File: src/rtl/cpc_pkg.sv
package cpc_pkg;
  localparam logic [6:0] IDX_CTLA = 7'h0A;
  localparam logic [6:0] IDX_CTLB = 7'h0B;
  localparam logic [6:0] IDX_STAT = 7'h0C;
  localparam logic [6:0] IDX_VALID = 7'h0D;
  localparam logic [7:0] RST_CTLA = 8'h26;
  localparam logic [7:0] RST_CTLB = 8'h02;
  localparam logic [7:0] RST_STAT = 8'h00;
  localparam logic [7:0] RST_VALID = 8'h80;
  localparam int B_SETMODE = 7;
  localparam int B_UPD_IE = 4;
  localparam int S_IRQ = 7;
  localparam int S_UPD = 4;

  function automatic logic is_time_idx(input logic [6:0] i);
    return (i == 7'h00) || (i == 7'h02) || (i == 7'h04) || (i == 7'h06) ||
           (i == 7'h07) || (i == 7'h08) || (i == 7'h09);
  endfunction

  function automatic logic div_enabled(input logic [7:0] a);
    return a[6:4] <= 3'd2;
  endfunction

  function automatic logic div_held(input logic [7:0] a);
    return a[6:5] == 2'b11;
  endfunction
endpackage

File: src/rtl/cpc_storage.sv
module cpc_storage #(
  parameter int DEPTH = 128,
  parameter int WIDTH = 8,
  localparam int AW = $clog2(DEPTH)
) (
  input  logic             clk,
  input  logic             rst_n,
  input  logic             we,
  input  logic [AW-1:0]    waddr,
  input  logic [WIDTH-1:0] wdata,
  input  logic [AW-1:0]    raddr,
  output logic [WIDTH-1:0] rdata
);
  logic [WIDTH-1:0] mem [DEPTH];

  always_ff @(posedge clk) begin
    if (!rst_n) begin
      for (int i = 0; i < DEPTH; i++) mem[i] <= '0;
    end else if (we) begin
      mem[waddr] <= wdata;
    end
  end

  assign rdata = mem[raddr];
endmodule

File: src/rtl/cpc_divider.sv
module cpc_divider #(
  parameter int TICKS = 32768,
  parameter int UIP_TICKS = 8,
  localparam int SW = $clog2(TICKS)
) (
  input  logic clk,
  input  logic rst_n,
  input  logic osc_tick,
  input  logic count_en,
  input  logic hold,
  input  logic load_half,
  input  logic run,
  output logic uip,
  output logic strobe
);
  localparam logic [SW-1:0] LAST = SW'(TICKS - 1);
  localparam logic [SW-1:0] WIN  = SW'(TICKS - UIP_TICKS);
  localparam logic [SW-1:0] HALF = SW'(TICKS / 2);

  logic [SW-1:0] sub;

  always_ff @(posedge clk) begin
    if (!rst_n)                    sub <= '0;
    else if (load_half)            sub <= HALF;
    else if (hold)                 sub <= '0;
    else if (count_en && osc_tick) sub <= (sub == LAST) ? '0 : sub + 1'b1;
  end

  assign strobe = osc_tick && count_en && run && (sub == LAST);
  assign uip    = run && (sub >= WIN);
endmodule

File: src/rtl/clock_reg_port.sv
module clock_reg_port
  import cpc_pkg::*;
#(
  parameter int TICKS_PER_SEC = 32768,
  parameter int UIP_TICKS = 8
) (
  input  logic       clk,
  input  logic       rst_n,
  input  logic       host_we,
  input  logic       host_re,
  input  logic       host_addr,
  input  logic [7:0] host_wdata,
  output logic [7:0] host_rdata,
  input  logic       osc_tick,
  input  logic       upd_we,
  input  logic [6:0] upd_idx,
  input  logic [7:0] upd_data,
  output logic       clk_run,
  output logic       uip,
  output logic       update_strobe,
  output logic       reload_time,
  output logic       irq
);
  logic [6:0] idx;
  logic [7:0] reg_a, reg_b, reg_c, reg_d;
  logic [7:0] st_rdata, st_wdata, c_next, b_next;
  logic [6:0] st_waddr;
  logic       data_wr, is_ctrl, st_host, upd_ok, st_we;
  logic       a_wr, b_wr, c_rd, load_half, reload_d;

  assign data_wr = host_we && host_addr;
  assign clk_run = !reg_b[B_SETMODE] && div_enabled(reg_a);
  assign is_ctrl = (idx == IDX_CTLA) || (idx == IDX_CTLB) ||
                   (idx == IDX_STAT) || (idx == IDX_VALID);
  assign st_host = data_wr && !is_ctrl;
  assign upd_ok  = upd_we && clk_run && is_time_idx(upd_idx) && !st_host;
  assign st_we    = st_host || upd_ok;
  assign st_waddr = st_host ? idx : upd_idx;
  assign st_wdata = st_host ? host_wdata : upd_data;

  assign a_wr = data_wr && (idx == IDX_CTLA);
  assign b_wr = data_wr && (idx == IDX_CTLB);
  assign c_rd = host_re && host_addr && (idx == IDX_STAT);
  assign load_half = a_wr && div_held(reg_a) && div_enabled(host_wdata);

  cpc_storage #(.DEPTH(128), .WIDTH(8)) i_storage (
    .clk(clk), .rst_n(rst_n), .we(st_we), .waddr(st_waddr),
    .wdata(st_wdata), .raddr(idx), .rdata(st_rdata)
  );

  cpc_divider #(.TICKS(TICKS_PER_SEC), .UIP_TICKS(UIP_TICKS)) i_divider (
    .clk(clk), .rst_n(rst_n), .osc_tick(osc_tick),
    .count_en(div_enabled(reg_a)), .hold(div_held(reg_a)),
    .load_half(load_half), .run(clk_run), .uip(uip), .strobe(update_strobe)
  );

  always_comb begin
    b_next = host_wdata;
    if (host_wdata[B_SETMODE]) b_next[B_UPD_IE] = 1'b0;
  end

  always_comb begin
    c_next = c_rd ? 8'h00 : reg_c;
    if (update_strobe) begin
      c_next[S_UPD] = 1'b1;
      if (reg_b[B_UPD_IE]) c_next[S_IRQ] = 1'b1;
    end
  end

  assign reload_d = (b_wr && !host_wdata[B_SETMODE] && reg_b[B_SETMODE] &&
                     div_enabled(reg_a)) ||
                    (st_host && is_time_idx(idx) && clk_run);

  always_ff @(posedge clk) begin
    if (!rst_n) begin
      idx         <= '0;
      reg_a       <= RST_CTLA;
      reg_b       <= RST_CTLB;
      reg_c       <= RST_STAT;
      reg_d       <= RST_VALID;
      reload_time <= 1'b0;
      host_rdata  <= 8'h00;
    end else begin
      if (host_we && !host_addr) idx <= host_wdata[6:0];
      if (a_wr) reg_a <= {1'b0, host_wdata[6:0]};
      if (b_wr) reg_b <= b_next;
      reg_c       <= c_next;
      reload_time <= reload_d;
      if (host_re) begin
        if (!host_addr) host_rdata <= 8'hFF;
        else begin
          case (idx)
            IDX_CTLA:  host_rdata <= {uip, reg_a[6:0]};
            IDX_CTLB:  host_rdata <= reg_b;
            IDX_STAT:  host_rdata <= reg_c;
            IDX_VALID: host_rdata <= reg_d;
            default:   host_rdata <= st_rdata;
          endcase
        end
      end
    end
  end

  assign irq = reg_c[S_IRQ];
endmodule

File: config.mk
export PLATFORM = sky130hd
export DESIGN_NAME = clock_reg_port
export DESIGN_NICKNAME = d
export VERILOG_FILES = /design/src/rtl/cpc_pkg.sv /design/src/rtl/cpc_storage.sv /design/src/rtl/cpc_divider.sv /design/src/rtl/clock_reg_port.sv
export SDC_FILE = /design/constraint.sdc
export NUM_CORES = 2
export LEC_CHECK = 0
export BUFFER_PORTS_ARGS = -buffer_cell sky130_fd_sc_hd__buf_2
export CORE_MARGIN = 2
export CORE_UTILIZATION = 40
export DETAILED_ROUTE_END_ITERATION = 10
export HOLD_SLACK_MARGIN = 0.02
export SYNTH_ARGS = -nofsm -noshare
export SYNTH_HDL_FRONTEND = slang
export SYNTH_SLANG_ARGS = --single-unit
File: constraint.sdc
create_clock -name clk -period 4.1 [get_ports clk]
set_input_delay 0.41 -clock clk [delete_from_list [all_inputs] [get_ports clk]]
set_output_delay 0.41 -clock clk [all_outputs]
set_load 0.01 [all_outputs]
==> results.md <==
- CTS clock-pin slew for the worst setup and hold paths: 0.06 ns
- Sw Ratio: 23.6%
- WS Path Type: reg -> reg
- Reg-to-Reg End: i_storage.mem[103][5]
- Setup violators final: 0
- R2r setup slk: 0.29 ns
- # nets final: 3557
- Initial Utilization: 40.3%
- WP data required: 4.45 ns
- Largest net degree at the start of global routing: 85
- Total core area: 118000 µm²
- Yosys synthesis warning count: 0
- Area grow syn2layout: 13.0%
- Hold_sp: host_wdata[3]
- Worst-Margin Slew: 0.982 ns
- Vias per cell: 5.78
- I/O Pins: 43
- Critical path's largest stage delay: 0.86 ns
- Deepest clock path buffer count: 3
- Final wirelength: 134000 µm
- Synth unique cells: 70
- Global-route wire length before repair: 198000 µm
- Post-synth EDFFs: 1024
- TritonCTS Buffers: 108
- DR pass1 iterations: 5
- N_diodes: 0
- F_max: 262 MHz
- RSZ-0062 raised after global routing: false
- Logic pwr share: 7.6%
- CTS HTree Levels: 3
- Worst R2R Path Depth: 7
- Hold EP: reg_a[3]
- Status: finished clean
- Crit path cell chain: or4b_1, o21a_1, nor3_1, a31oi_1, nor2_2, nand2_2, nand2_1
- Worst Setup End Kind: flop
- Total track usage: 22.1%
- Clock network fraction of total power: 40.6%
- Clock Latency Late Sink: 0.72 ns
- WHS: 0.0706 ns
- Vias: 29753
- Slew margin rel.: 34.5%
- Placer Congestion: 0.920
- Remaining DRCs: 0
- TritonCTS clock tree: yes
- Post-synth ARST share: 0%
- Post-Syn Area: 47600 µm²
- # Post-CTS Setup Buffers: 0
- Mean Syn Cell Area: 13.8 µm²
- Max cap viols: 0
- Total global routing overflow: 0
- Hold WC Path Type: in -> reg
- Die area: 122000 µm²
- Commonest non-fill, non-tap cell in the layout: nor2_1
- #FFs+latches synth: 1079
- Number of global-route vias before repair: 28958
- Cell area power density: 452 nW/µm²
- Setup_tns: 0 ns
- Final min period: 3.81 ns
- Die span in y: 349 µm
- Row count: 126
- CTS resizes: 0
- Leak pwr: 0.0187 µW
- P_sw: 5750 µW
- Tcrit/Tclk final: 93.0%
- DP HPWL: 88800 µm
- Hold Crit Depth: 3
- Register area share after synthesis: 67.0%
- Clk sinks: 1079
- Max Slew Vio Count: 0
- Gate Count Post-Synth: 3454
- Main synth FF type: edfxtp_1
- Data arrival, critical path: 4.16 ns
- Hold-fix buffers, CTS: 4
- Final hold violations: 0
- Seq pwr share: 51.8%
- Skew final: 0.0253 ns
- Die W: 349 µm
- Drt initial violations: 3539
- Routed Antenna Nets: 0
- Max VDD drop: 0.321 mV
- Clock root cell: clkbuf_16
- CP bufs+invs: 0
- CP Max Fanout: 20
- Layout cell share with drive strength beyond 1: 19.9%
- Crit path max-delay family: simple AND/OR/NAND/NOR gates
- Slowest CP cell: nor2_2
- Most frequent cells in the layout: nor2_1, edfxtp_1, mux4_2
- Buffers on Ports: 42
- Initial antenna violation count: 1
- R2R Path Start: idx[6]
- Avg WL per Cell: 26.0 µm
- Pint: 18600 µW
- Critical path startpoint category: flop
-- worst reg2reg max path, cell delays in order, from the launching register on --
cell,delay (ns)
dfxtp_1,0.36
or4b_1,0.69
o21a_1,0.45
nor3_1,0.23
a31oi_1,0.18
nor2_2,0.86
nand2_2,0.30
nand2_1,0.39
-- power groups by stage --
stage	clock network (µW)	registers (µW)	logic, µW
global placement	0	12800	1830
CTS	10000	12600	1840
detailed placement	0	12800	1840
global route	10400	12600	1940
floorplan	0	12700	1100
finish	9880	12600	1860
-- worst max-delay path by stage --
stage                     slack (ns)               endpoint  cells past startpoint        from
after CTS                       0.37  i_storage.mem[103][6]                      7      idx[6]
after floorplan                 1.17  i_storage.mem[100][0]                      8  upd_idx[4]
after global placement          0.38   i_storage.mem[26][4]                      7  upd_idx[4]
final                           0.29  i_storage.mem[103][5]                      7      idx[6]
after global routing            0.12  i_storage.mem[103][5]                      7      idx[6]
after detailed placement        0.38   i_storage.mem[26][4]                      7  upd_idx[4]
-- cells by family after synthesis --
family | count (synthesis) | synth area share [%]
buffers and inverters | 251 | 2.35
other | 1 | 0.00788
adders and majority gates | 2 | 0.0526
AOI/OAI and AO/OA | 231 | 3.33
xor gates and xnor gates | 12 | 0.221
muxes | 368 | 13.7
DFF | 1079 | 67.0
and+or+nand+nor | 1510 | 13.4
-- cell usage after synthesis, drive strengths merged (6+ instances only) --
master,n,area share [%]
a21oi,49,0.52
a22oi,14,0.22
a31oi,10,0.13
and2,6,0.079
buf,73,0.94
clkbuf,162,1.3
dfxtp,55,2.3
edfxtp,1024,65
inv,14,0.11
mux2,13,0.31
mux2i,131,2.8
mux4,224,11
nand2,304,3.1
nand2b,13,0.17
nand3,22,0.23
nor2,1084,8.7
nor2b,10,0.13
nor3,28,0.31
nor3b,8,0.13
nor4,9,0.13
o21ai,35,0.40
o221ai,30,0.55
o22ai,31,0.41
or3,8,0.11
xnor2,7,0.13
-- sequential cells by signal, indices dropped and copies added, names as in the netlist, named ones only --
| register | flops |
|---|---|
| host_rdata | 8 |
| reg_c | 2 |
| reg_a | 7 |
| i_storage.mem | 1024 |
| reload_time | 1 |
| reg_b | 8 |
| idx | 7 |
| i_divider.sub | 15 |
-- cell type report --
class	count	area [µm²]
clock buffer	131	2840
clock inverter	69	661
fill	10405	64300
inverter	16	61.3
multi-input combinational	2155	14900
sequential	1079	31900
tap	1536	1920
timing repair buffer	165	1580
-- metal layers --
layer  vias up  track usage, %  wire [µm]
li1      12822               -          -
met1     15103            31.2      55000
met2      1579            35.0      62400
met3       247            3.77      12500
met4         2            6.81       4010
met5         -               0          9
-- metrics by stage --
stage	total power, µW	setup WS, ns	util (%)	cells	instance area (µm²)
6_report	24300	0.288	45.5	5151	53800
5_1_grt	25000	0.121	45.5	5151	53800
4_1_cts	24400	0.367	45.5	5151	53800
3_5_place_dp	14700	0.376	42.5	4947	50200
3_3_place_gp	14600	0.384	42.5	4947	50200
2_1_floorplan	13800	1.17	-	3485	47700
No activity file was read; power rests on OpenSTA's default activity.
